### src/rtl/temp_tune_seq.sv
module temp_tune_seq #(
  parameter int TEMP_W = 10,
  parameter int TUNE_W = 8,
  parameter int LOAD_W = 12,
  parameter int REG_W  = 16
) (
  input  logic              clk,
  input  logic              rst_n,
  input  logic              conv_done,
  input  logic [TEMP_W-1:0] conv_temp,
  input  logic [LOAD_W-1:0] factory_load,
  input  logic [TUNE_W-1:0] tune_byte,
  output logic [REG_W-1:0]  temp_reg,
  output logic [LOAD_W-1:0] load_reg
);
  localparam int PAD_W = REG_W - TEMP_W;
  localparam int SUM_W = LOAD_W + 2;

  logic [SUM_W-1:0]  sum;
  logic [LOAD_W-1:0] sat;

  assign sum = {2'b00, factory_load} + {{(SUM_W-TUNE_W){tune_byte[TUNE_W-1]}}, tune_byte};

  always_comb begin
    if (sum[SUM_W-1])
      sat = '0;
    else if (sum[SUM_W-2])
      sat = '1;
    else
      sat = sum[LOAD_W-1:0];
  end

  always_ff @(posedge clk or negedge rst_n) begin
    if (!rst_n) begin
      temp_reg <= '0;
      load_reg <= '0;
    end else if (conv_done) begin
      temp_reg <= {conv_temp, {PAD_W{1'b0}}};
      load_reg <= sat;
    end
  end
endmodule


### config.mk
export PLATFORM = sky130hd
export DESIGN_NAME = temp_tune_seq
export DESIGN_NICKNAME = d
export VERILOG_FILES = /design/src/rtl/temp_tune_seq.sv
export SDC_FILE = /design/constraint.sdc
export NUM_CORES = 1
export LEC_CHECK = 0
export ABC_CLOCK_PERIOD_IN_PS = 1000
export BUFFER_PORTS_ARGS = -buffer_cell sky130_fd_sc_hd__clkbuf_2
export CAP_MARGIN = 20
export CORE_MARGIN = 8
export CORE_UTILIZATION = 30
export DETAILED_ROUTE_END_ITERATION = 6
export SKIP_CTS_REPAIR_TIMING = 1
export SYNTH_ARGS = -nofsm -noshare
export SYNTH_HDL_FRONTEND = slang
export SYNTH_SLANG_ARGS = --single-unit
export TNS_END_PERCENT = 30
### constraint.sdc
create_clock -name clk -period 1 [get_ports clk]
set_input_delay 0.05 -clock clk [delete_from_list [all_inputs] [get_ports clk]]
set_output_delay 0.05 -clock clk [all_outputs]
set_load 0.02 [all_outputs]
## Word level (Yosys, flattened, before mapping)

Index checks and enable logic that the tools add are counted.

| word-level totals | value |
|---|---|
| flip-flop bits (word level) | 22 |
| input port bits | 33 |
| output and inout port bits | 28 |
| logic and storage cells | 5 |

| cells by class | value |
|---|---|
| add/sub/neg operators | 1 |
| multiplexer cells | 2 |

Operators by type and width:

| operator | count |
|---|---|
| $mux 12 | 2 |
| $add 13x8->14 | 1 |

## Logic depth before layout (Yosys ltp)

| logic depth | value |
|---|---|
| depth in word-level cells | 3 |
| mapped depth | 9 |
| depth with buffers taken out | 8 |

## Least setup slack after synthesis

OpenSTA, ideal clock, no wires.

| timing | value |
|---|---|
| path type | input port to flip-flop |
| start point | in factory_load[0] |
| end point | reg load_reg[2] |
| data arrival time | 1.882 ns |
| data required time | 0.928 ns |
| path slack | -0.954 ns |
| stages | 9 |
| buffers on the path | 1 |
| cell sequence | ha_1 fa_1 a21oi_1 o21ai_0 a32oi_1 mux2i_1 buf_2 o22ai_1 nor2_1 |

| between the ends | value |
|---|---|
| longest elaborated chain between the ends | 3 |

Ends and longest elaborated chain:

| element | RTL line | source |
|---|---|---|
| start: declaration | 11 | `input logic [LOAD_W-1:0] factory_load,` |
| $add 13x8->14 (*) | 22 | `assign sum = {2'b00, factory_load} + {{(SUM_W-TUNE_W){tune_byte[TUNE_W-1]}}, tune_byte};` |
| $mux 12 | 27 | `else if (sum[SUM_W-2])` |
| $mux 12 (*) | 25 | `if (sum[SUM_W-1])` |
| end signal: assignment | 39 | `load_reg <= sat;` |
| end: declaration | 14 | `output logic [LOAD_W-1:0] load_reg` |

Mark *: on every way between the ends. The rest lies on a longest branch, timed or not.
A chain may end at the register's enable or synchronous reset.

## Final worst setup path

| timing | value |
|---|---|
| start point | in tune_byte[0] |
| end point | reg load_reg[1] |

| between the ends | value |
|---|---|
| longest elaborated chain between the ends | 3 |

Ends and longest elaborated chain:

| element | RTL line | source |
|---|---|---|
| start: declaration | 12 | `input logic [TUNE_W-1:0] tune_byte,` |
| $add 13x8->14 (*) | 22 |  |
| $mux 12 | 27 |  |
| $mux 12 (*) | 25 |  |

Marks and branches as above.

==> results.md <==
- Worst clock skew: 0 ns
- Drc violations: 0
- Internal power: around 2.1 mW
- Failing checks: setup timing
- CTS tree: built
- Number of routed nets with antenna violations: 0
- Area occupied by multi-input gates: roughly 940 um2
- Register bit total from synthesis: 22
- Share of cells above drive strength 1: 50.0%
- Setup TNS: -7.71 ns
- DP Cell Count: slightly below 300
- Total Power: around 3.1 mW
- Sequential area share after synthesis: a little under two fifths
- Final setup viols: 12
- GRT Util Overall: roughly 9.1%
- Number of global-route vias before repair: approximately 1300
- Synth-to-layout area growth: 46.7%
- IO Pins: ~60
- Post-Synthesis Cell Area: approximately 0.0015 mm2
- Syn Area/Cell: 9.88 um2
- Die ar.: 0.00741 mm2
- Register area: approximately 550 um2
- Setup WS post-layout: -0.667 ns
- Die height: between 80 and 90 um
- Drt wl/cell: 12.6 um
- Top post-synthesis cells by area: dfrtp_1 37%, ha_1 11%, mux2_2 7.6%, nor2_1 4.8%, o22ai_1 4.2%
- Clk network pwr share: between 20 and 30%
- Seq pwr share: around 35%
- Worst-Skew Late Latency: 0.26 ns
- Cell Count, Final, Fillers Out: about 300
- Port bufs: 54
- Power Dens Cells: 1460 mW/mm2
- Final Slew Violations: 0
- CTS sink cnt: 22
- Clock transition at the registers of the reported paths: about 0.080 ns
- Post-synthesis cell type count: 38
- Switching share of power: between 30% and 40%
- CTS H-tree depth: 1
- Max Buffers Root-to-Sink: 2
- Tmin final: 1.67 ns
- VDD IR-drop max: 0.740 mV
- Routability cong.: roughly 0.81
- Arrival @ worst endpoint: approximately 1.9 ns
- Top cell type's share of synthesized area: 37.4%
- Fmax: between 500 and 600 MHz
- Mapped Cells: 149
- Largest net degree at the start of global routing: 23
- First-pass GRT wire length: roughly 5700 um
- Worst Max-Slew Pin Slew: ~0.55 ns
- Via density: 4.53
- Clock Tree Root: clkbuf_8
- Filler instances: approximately 450
- Number of flip-flops under the largest register name: 12
- DP HPWL: slightly below 3000 um
- Worst reg2reg setup slack: between 0.2 and 0.25 ns
- Total Wirelength: ~3700 um
- Antenna violations before repair: 0
- Status: finished with violations
- Starting DRT DRC Count: 39
- Rows: 25
- WP data required: 1.20 ns
- DRT Pass-1 Iters: 3
- Worst slew margin: between 60% and 70%
- Crit-path max FO: 6
- Number of synthesis warnings: 0
- Final hold vios: 0
- Synth Flop Type: dfrtp_1
- Antenna cell count: 0
- Starting Density: ~31%
- Final #Nets: ~280
- Post-synth EDFFs: 0
- Unrepaired setup endpoints after global routing: yes
- Remaining Overflow, GRT: 0
- Cell taking the most area after synthesis: dfrtp_1
- Post-route clock period utilization: 167%
- Max-cap viol count: 0
- Worst setup SP type: input pin
- Final core occ: 45.7%
- Setup crit end kind: flop
- Asr flop ratio synth: 100%
- Via Count: ~1300
- LEAKAGE: 1.05 nW
- Critical path class: input pin to flop
- Die width: approximately 86 um
- Psw: between 1 and 1.5 mW
- CORE AREA: roughly 0.0047 mm2
- CTS buffer count: 3
- Min-delay worst type: input pin to flop
- Logic pwr share: around two fifths
## layer usage
layer / global-route usage, % / up-vias / part of all wire [%]
met5: 0 / - / 0
met4: 2.87 / 0 / 0.62
met3: 1.72 / 2 / 5.9
met2: 16.2 / 32 / 46
met1: 10.7 / 622 / 48
li1: - / 688 / -
## worst paths after layout
kind                               from      endpoint  cells after the start
setup / recovery           tune_byte[0]   load_reg[1]                     10
hold / removal             conv_temp[7]  temp_reg[13]                      2
setup reg to reg           load_reg[11]  load_reg[11]                      1
hold reg to reg            temp_reg[12]  temp_reg[12]                      1
max in group asynchronous         rst_n   temp_reg[7]                      2
min in group asynchronous         rst_n   load_reg[1]                      2
## power groups by stage
stage | clock (mW) | sequential (mW) | combinational [mW]
after floorplan | 0 | 1.29 | 0.554
after global placement | 0 | 1.13 | 1.15
after detailed placement | 0 | 1.13 | 1.16
after CTS | 0.843 | 1.11 | 1.16
after global routing | 0.883 | 1.13 | 1.34
final | 0.815 | 1.11 | 1.22
## worst max-delay path: stages
cell and delay (ns):
buf_6 0.10, ha_4 0.15, fa_2 0.37, a21oi_4 0.19, o21ai_2 0.08, a32oi_2 0.24
mux2i_2 0.31, buf_4 0.20, o22ai_1 0.08, nor2_1 0.09
## Yosys cell counts (3+ instances only)
master,instances
a21oi_1,12
buf_4,6
clkbuf_1,3
dfrtp_1,22
ha_1,13
inv_1,5
mux2_2,10
nand2_1,6
nor2_1,19
o21ai_0,5
o22ai_1,10
xnor2_1,7
## placed cells by master, fill, tap and decap left out, drive strengths merged, types with 6 or more instances in the layout
| master | netlist | routed |
|---|---|---|
| conb | 1 | 6 |
| ha | 13 | 13 |
| buf | 8 | 29 |
| o21ai | 7 | 7 |
| mux2 | 11 | 12 |
| nand2 | 6 | 6 |
| nor2 | 19 | 19 |
| a21oi | 13 | 13 |
| o22ai | 10 | 10 |
| xnor2 | 7 | 7 |
| dfrtp | 22 | 22 |
| clkbuf | 3 | 55 |
## layout make-up
class / count / area share, %
multi-input combinational: 117 / 43.5
sequential: 22 / 25.5
timing repair buffer: 82 / 22.9
tap: 67 / 3.88
clock buffer: 3 / 1.91
clock inverter: 1 / 1.39
inverter: 5 / 0.869
## stage by stage
stage          setup WS, ns  area, um2  hold slack (ns)
2_1_floorplan        -0.774       1510           -0.246
3_3_place_gp         -0.967       1990           0.0576
3_5_place_dp          -1.02       1990           0.0665
4_1_cts              -0.742       2060           -0.222
5_1_grt              -0.756       2160          0.00719
6_report             -0.667       2160           0.0173
## cells by family after synthesis
kind of cell	Yosys count	share of synthesized area, %
other	1	0.255
flip-flops	22	37.4
XOR/XNOR	9	5.35
buffers and inverters	16	6.20
adder cells (fa/ha/maj)	14	12.4
AO/OA/AOI/OAI	43	19.5
multiplexers	13	10.0
AND/OR/NAND/NOR	31	8.84
Note: power is estimated with default switching activity, not from simulation.
